--- src/rtl/mbx_pkg.sv ---
package mbx_pkg;
  localparam int NUM_REGS = 4;

  // register indices on the bus
  localparam int IDX_CTRL  = 0;
  localparam int IDX_FLAGS = 1;
  localparam int IDX_TXW   = 2;
  localparam int IDX_RXW   = 3;

  // flag bit positions
  localparam int FLG_TX_INT = 0;
  localparam int FLG_TX_RDY = 1;
  localparam int FLG_RX_INT = 2;
  localparam int FLG_RX_RDY = 3;

  // control bit positions
  localparam int CFG_TX_IEN = 0;
  localparam int CFG_RX_IEN = 1;
endpackage

--- src/rtl/mbx_bus_port.sv ---
module mbx_bus_port #(
  parameter int AW = 4,
  parameter int DW = 32,
  parameter int NR = 4
) (
  input  logic             clk,
  input  logic             rst,
  input  logic             bus_req,
  input  logic             bus_we,
  input  logic [AW-1:0]    bus_addr,
  input  logic [NR*DW-1:0] rd_flat,
  output logic             bus_ack,
  output logic [DW-1:0]    bus_rdata,
  output logic [NR-1:0]    wr_hit,
  output logic [NR-1:0]    rd_hit
);
  logic          ack_q;
  logic [DW-1:0] rdata_q;
  logic [NR-1:0] sel;
  logic [DW-1:0] rd_mux;
  logic          done;
  logic          issue;

  assign issue = bus_req && !ack_q;
  assign done  = bus_req && ack_q;

  for (genvar i = 0; i < NR; i++) begin : g_dec
    assign sel[i]    = (bus_addr == AW'(i));
    assign wr_hit[i] = done && bus_we && sel[i];
    assign rd_hit[i] = done && !bus_we && sel[i];
  end

  always_comb begin
    rd_mux = '0;
    for (int i = 0; i < NR; i++) begin
      if (sel[i]) rd_mux = rd_flat[i*DW +: DW];
    end
  end

  always_ff @(posedge clk) begin
    if (rst) begin
      ack_q   <= 1'b0;
      rdata_q <= '0;
    end else begin
      ack_q <= issue;
      if (issue) rdata_q <= rd_mux;
    end
  end

  assign bus_ack   = ack_q;
  assign bus_rdata = rdata_q;
endmodule

--- src/rtl/mbx_flag_pair.sv ---
module mbx_flag_pair (
  input  logic clk,
  input  logic rst,
  input  logic rdy_set,
  input  logic rdy_clr,
  input  logic int_set,
  input  logic int_clr,
  output logic rdy_q,
  output logic int_q
);
  // set has priority over clear on both flags
  always_ff @(posedge clk) begin
    if (rst) begin
      rdy_q <= 1'b0;
      int_q <= 1'b0;
    end else begin
      if (rdy_set)      rdy_q <= 1'b1;
      else if (rdy_clr) rdy_q <= 1'b0;
      if (int_set)      int_q <= 1'b1;
      else if (int_clr) int_q <= 1'b0;
    end
  end
endmodule

--- src/rtl/dbg_mailbox.sv ---
module dbg_mailbox
  import mbx_pkg::*;
#(
  parameter int AW = 4,
  parameter int DW = 32
) (
  input  logic          clk,
  input  logic          rst,
  input  logic          bus_req,
  input  logic          bus_we,
  input  logic [AW-1:0] bus_addr,
  input  logic [DW-1:0] bus_wdata,
  output logic          bus_ack,
  output logic [DW-1:0] bus_rdata,
  input  logic          jt_capture_done,
  input  logic          jt_update,
  input  logic [DW-1:0] jt_rx_word,
  output logic [DW-1:0] jt_tx_word,
  output logic          jt_tx_rdy,
  output logic          jt_rx_rdy,
  output logic          irq_tx,
  output logic          irq_rx
);
  localparam int NR = NUM_REGS;

  logic [NR-1:0]    wr_hit;
  logic [NR-1:0]    rd_hit;
  logic [NR*DW-1:0] rd_flat;

  logic          tx_ien_q, rx_ien_q;
  logic [DW-1:0] tx_word_q, rx_word_q;
  logic          tx_rdy_q, tx_int_q, rx_rdy_q, rx_int_q;
  logic          irq_tx_q, irq_rx_q;

  logic          tx_wr_stb, rx_rd_stb, flg_wr_stb;
  logic [DW-1:0] ctrl_view, flag_view;

  assign tx_wr_stb  = wr_hit[IDX_TXW];
  assign rx_rd_stb  = rd_hit[IDX_RXW];
  assign flg_wr_stb = wr_hit[IDX_FLAGS];

  mbx_bus_port #(.AW(AW), .DW(DW), .NR(NR)) u_port (
    .clk(clk), .rst(rst),
    .bus_req(bus_req), .bus_we(bus_we), .bus_addr(bus_addr),
    .rd_flat(rd_flat),
    .bus_ack(bus_ack), .bus_rdata(bus_rdata),
    .wr_hit(wr_hit), .rd_hit(rd_hit)
  );

  // outbound direction
  mbx_flag_pair u_tx_flags (
    .clk(clk), .rst(rst),
    .rdy_set(tx_wr_stb),
    .rdy_clr(jt_capture_done),
    .int_set(jt_capture_done && tx_rdy_q),
    .int_clr(flg_wr_stb && bus_wdata[FLG_TX_INT]),
    .rdy_q(tx_rdy_q), .int_q(tx_int_q)
  );

  // inbound direction
  mbx_flag_pair u_rx_flags (
    .clk(clk), .rst(rst),
    .rdy_set(jt_update),
    .rdy_clr(rx_rd_stb),
    .int_set(jt_update),
    .int_clr(flg_wr_stb && bus_wdata[FLG_RX_INT]),
    .rdy_q(rx_rdy_q), .int_q(rx_int_q)
  );

  always_ff @(posedge clk) begin
    if (rst) begin
      tx_ien_q  <= 1'b0;
      rx_ien_q  <= 1'b0;
      tx_word_q <= '0;
      rx_word_q <= '0;
      irq_tx_q  <= 1'b0;
      irq_rx_q  <= 1'b0;
    end else begin
      if (wr_hit[IDX_CTRL]) begin
        tx_ien_q <= bus_wdata[CFG_TX_IEN];
        rx_ien_q <= bus_wdata[CFG_RX_IEN];
      end
      if (tx_wr_stb) tx_word_q <= bus_wdata;
      if (jt_update) rx_word_q <= jt_rx_word;
      irq_tx_q <= tx_int_q && tx_ien_q;
      irq_rx_q <= rx_int_q && rx_ien_q;
    end
  end

  always_comb begin
    ctrl_view = '0;
    ctrl_view[CFG_TX_IEN] = tx_ien_q;
    ctrl_view[CFG_RX_IEN] = rx_ien_q;
    flag_view = '0;
    flag_view[FLG_TX_INT] = tx_int_q;
    flag_view[FLG_TX_RDY] = tx_rdy_q;
    flag_view[FLG_RX_INT] = rx_int_q;
    flag_view[FLG_RX_RDY] = rx_rdy_q;
  end

  assign rd_flat = {rx_word_q, tx_word_q, flag_view, ctrl_view};

  assign jt_tx_word = tx_word_q;
  assign jt_tx_rdy  = tx_rdy_q;
  assign jt_rx_rdy  = rx_rdy_q;
  assign irq_tx     = irq_tx_q;
  assign irq_rx     = irq_rx_q;
endmodule

--- config.mk ---
export PLATFORM = sky130hd
export DESIGN_NAME = dbg_mailbox
export DESIGN_NICKNAME = d
export VERILOG_FILES = /design/src/rtl/mbx_pkg.sv /design/src/rtl/mbx_bus_port.sv /design/src/rtl/mbx_flag_pair.sv /design/src/rtl/dbg_mailbox.sv
export SDC_FILE = /design/constraint.sdc
export NUM_CORES = 1
export LEC_CHECK = 0
export BUFFER_PORTS_ARGS = -buffer_cell sky130_fd_sc_hd__buf_2
export CAP_MARGIN = 20
export CELL_PAD_IN_SITES_DETAIL_PLACEMENT = 0
export CELL_PAD_IN_SITES_GLOBAL_PLACEMENT = 1
export CORE_MARGIN = 1.5
export CORE_UTILIZATION = 37
export DETAILED_ROUTE_END_ITERATION = 6
export HOLD_SLACK_MARGIN = 0.1
export PLACE_DENSITY = 0.89
export RECOVER_POWER = 50
export SYNTH_ARGS = -nofsm -noshare
export SYNTH_HDL_FRONTEND = slang
export SYNTH_SLANG_ARGS = --single-unit
--- constraint.sdc ---
create_clock -name clk -period 1.8 [get_ports clk]
set_input_delay 0.36 -clock clk [delete_from_list [all_inputs] [get_ports clk]]
set_output_delay 0.36 -clock clk [all_outputs]
set_load 0.005 [all_outputs]
# == Word-level counts from Yosys, hierarchy flattened ==
# Cells that the tools add are included.
# op_classes
n_reduce_logical,20
muxes,12
eq_ne,3
# op_table
op,n
2-to-1 mux 32 bit,2
logical AND 1 bit,13
"== test 4 x 2 -> 1 bit, second input constant",2
2-to-1 mux 1 bit,8
nonzero test 2 bit,4
"== test 4 x 1 -> 1 bit, second input constant",1
logical NOT 4 bit,1
2-to-1 mux 4 bit,1
logical NOT 1 bit,2
2-to-1 mux 2 bit,1
# word_totals
output_inout_bits,69
ff_bits,105
inputBits,74

# == Longest topological paths before layout ==
# depth
word_depth,6
depth_mapped,5

# == Modules after synthesis ==
# A second synthesis with hierarchy kept.
# unflattened
hier_cells,526
hier_area_um2,4923.5
# by_module_without_submodules
module,cells_per_inst,area_per_inst_um2,n_inst
dbg_mailbox,224,2507.4,1
mbx_bus_port,286,2275.9,1
mbx_flag_pair,8,70.1,2

# == Worst setup path before layout ==
# OpenSTA, ideal clock, no wires.
# synth_path
path_kind,input-to-reg
from,in bus_addr[1]
to,"reg tx_word_q[0], in the netlist jt_tx_word[0]"
setup_ps,132
t_required_ps,1668
cell_stages,5
arrival_ps,1337
path_slack_ps,330
path_buffers,2
cell_sequence,buf_4 > or4b_4 > buf_6 > o21ai_1 > a21oi_1
# synth_via
elab_chain_len,2
# synth_lines
item,line_no,rtl
"start, declared",dbg_mailbox.sv:11,"input logic [AW-1:0] bus_addr,"
== test 4 x 2 -> 1 bit,mbx_bus_port.sv:28,assign sel[i] = (bus_addr == AW'(i));
logical AND 1 bit,mbx_bus_port.sv:29,assign wr_hit[i] = done && bus_we && sel[i];
"end signal, assigned",dbg_mailbox.sv:83,if (tx_wr_stb) tx_word_q <= bus_wdata;
"end, declared",dbg_mailbox.sv:31,"logic [DW-1:0] tx_word_q, rx_word_q;"
# No other way between the ends.
# A chain may end at the register's enable or synchronous reset.

# == Final worst setup path ==
# layout_path
from,in jt_update
to,reg u_rx_flags.int_q
# layout_via
elab_chain_len,1
elab_cells_between_ends,2
classes_between,mux (1); reduce/logical (1)
# layout_lines
item,line_no,rtl
"start, declared",dbg_mailbox.sv:16,"input logic jt_update,"
2-to-1 mux 1 bit or nonzero test 2 bit (tied branches),--,
"end signal, assigned",mbx_flag_pair.sv:15,int_q <= 1'b0;
"end signal, assigned",mbx_flag_pair.sv:19,if (int_set) int_q <= 1'b1;
"end signal, assigned",mbx_flag_pair.sv:20,else if (int_clr) int_q <= 1'b0;
"end, declared",mbx_flag_pair.sv:9,output logic int_q
# Several ways; a longest one is shown, not always the timed one.

==> summary.txt <==
status: complete, no violations
Post-CTS Setup Bufs: 0
reg2reg end: u_port.bus_rdata[4]
# fillers: 1,115
Distinct cells, synth: 34
number of global-route vias before repair: 3,825
post-DR wirelength/cell: 16.3 um
Nets: 678
post_cts resized: 0
most common cell after layout, fill and taps aside: buf_2
post-synthesis sequential area ratio: 48.4%
Residual DRC: 0
top post-synthesis cells by area: dfxtp_1, mux2i_1, a21oi_1, mux2_2, nand3_1
root buf cell: clkbuf_16
Startpoint Class: input port
Worst Setup SP: jt_update
post-cts hold buffer count: 0
RSZ-0062 raised after global routing: no
dpl hpwl: 8340 um
Die ar.: 12,400 um2
Peak VDD IR: 0.660 mV
Core Footprint: 11,400 um2
die height: 111 um
Clock transition at path regs: 0.07 ns
Total Wirelength: 12,200 um
initial antenna violation count: 0
GRT Util Overall: 19.9%
crit path time final: 1.53 ns
Clock Skew: 0.00614 ns
Slew Limit Fails: 0
die span in x: 111 um
Mapped Cells: 476
largest net degree at the start of global routing: 52
crit path DAT: 1.79 ns
routed via count: 3,933
area leader, netlist: dfxtp_1
crit path to: u_rx_flags.int_q
Setup crit end kind: flip-flop
Worst Path Required: 2.06 ns
Synth Net Count: 550
Starting DRT DRC Count: 231
CTS tree: yes
setup TNS: 0 ns
worst skew pair latency: 0.35 ns
GR Overflow Total: 0
Final Hold Fails: 0
worst r2r src: u_port.bus_ack
share of layout cells above drive strength 1: 32.7%
kind of critical path: in2reg
post-synth top area share: 48.4%
number of synthesized register bits: 105
Syn-to-layout area delta: 25.9%
first-pass GRT wire length: 19,600 um
CTS Sinks: 105
pwr/cell area: 887 nW/um2
Leakage: 2.33 nW
fin cells: 752
slew at the pin closest to its max-slew limit: 1.27 ns
Port Buffer Count: 142
drt pass-1 iters: 4
vias per inst: 5.23
Placed Instances: 736
commonest non-fill, non-tap cells in the layout: buf_2, dfxtp_1, a21oi_1
routability cong.: 0.788
H-Tree Depth: 3
worst min path class: in2reg
synthesized cell area: 4340 um2
FF-to-FF setup slack: 0.43 ns
io pins: 143
endpoints failing setup: 0
Initial Util: 38.0%
number of CTS-inserted buffers: 9
Achievable Freq: 652 MHz
Yosys warning count: 0
Clock Path Buffers: 2
Antenna Violating Nets Remaining: 0
max_slew headroom: 15.2%
crit path max fanout: 34
worst reg2reg path depth: 4
std cell rows: 39
crit share post-route: 85.3%
ANT cells: 0
max-cap violation count: 0
syn_area_per_cell: 9.12 um2
[metal layers]
layer | part of all wire, % | up-vias | global-route usage [%]
met5 | 0 | - | 0
li1 | - | 1917 | -
met1 | 44 | 1877 | 25.2
met2 | 48 | 124 | 32.8
met3 | 6.1 | 15 | 5.30
met4 | 1.5 | 0 | 6.67
[registers in the layout, indices dropped and copies added (netlist names)]
register,count
jt_tx_word,32
rx_word_q,32
u_port.bus_rdata,32
irq_rx,1
irq_tx,1
rx_ien_q,1
tx_ien_q,1
u_port.bus_ack,1
u_rx_flags.int_q,1
u_rx_flags.rdy_q,1
u_tx_flags.int_q,1
u_tx_flags.rdy_q,1
[synthesized netlist by cell type (all sizes together)]
master,number
a22oi,1
and2,2
a311oi,3
inv,4
or2,1
nand3,61
and3,1
nand2,34
nor3b,1
nor2,39
buf,21
nor4,2
o21a,2
nand2b,5
clkbuf,22
a21oi,66
o221ai,2
o21ai,32
mux2i,35
nor2b,2
mux2,28
mux4,1
or4b,1
o41ai,1
nor4b,2
or3,2
dfxtp,105
[worst min-delay path by stage]
| stage | from | to | slack, ns | depth (start not counted) |
|---|---|---|---|---|
| final | jt_rx_word[22] | rx_word_q[22] | 0.24 | 3 |
| after global placement | u_port.bus_rdata[10] | u_port.bus_rdata[10] | 0.43 | 2 |
| after detailed placement | u_rx_flags.int_q | irq_rx | 0.44 | 2 |
| after floorplan | u_rx_flags.int_q | irq_rx | 0.42 | 2 |
| after global routing | bus_wdata[2] | u_rx_flags.int_q | 0.25 | 2 |
| after CTS | jt_rx_word[28] | rx_word_q[28] | 0.24 | 3 |
[area by class of cell]
| cell class | instances | area [um2] | share of cell area, % |
|---|---|---|---|
| clock buffers | 10 | 239 | 4.37 |
| clock inverters | 6 | 67.6 | 1.24 |
| multi-input cells | 324 | 2010 | 36.8 |
| flip-flops and latches | 105 | 2100 | 38.5 |
| repair buffers | 160 | 851 | 15.6 |
| well taps | 143 | 179 | 3.27 |
| inverters | 4 | 15.0 | 0.275 |
[power by group]
group | switching (mW) | internal, mW
Combinational | 0.238 | 0.186
Sequential | 0.0302 | 2.37
Clock | 0.896 | 1.12
Total | 1.16 | 3.68
[worst max-delay path, cell delays in order]
cell	delay, ns
buf_2	0.08
clkbuf_2	0.93
inv_1	0.15
a311oi_1	0.26
[per-stage QoR]
step | hold WS, ns | cell area [um2] | setup slack [ns] | power [mW] | utilization (%)
after CTS | 0.235 | 5500 | 0.460 | 4.89 | 48.2
final | 0.242 | 5460 | 0.265 | 4.84 | 47.9
after global routing | 0.246 | 5460 | 0.176 | 5.02 | 47.9
after global placement | 0.434 | 5190 | 0.104 | 2.87 | 45.5
after floorplan | 0.417 | 4340 | 0.330 | 2.70 | -
after detailed placement | 0.439 | 5190 | 0.110 | 2.89 | 45.5
[cells by family after synthesis]
family                 after synthesis  synth area share (%)
AOI/OAI and AO/OA                  107                  13.2
buffers and inverters               47                  5.33
DFF                                105                  48.4
muxes                               64                  15.9
and+or+nand+nor                    153                  17.2
(Power assumes the default switching activity.)
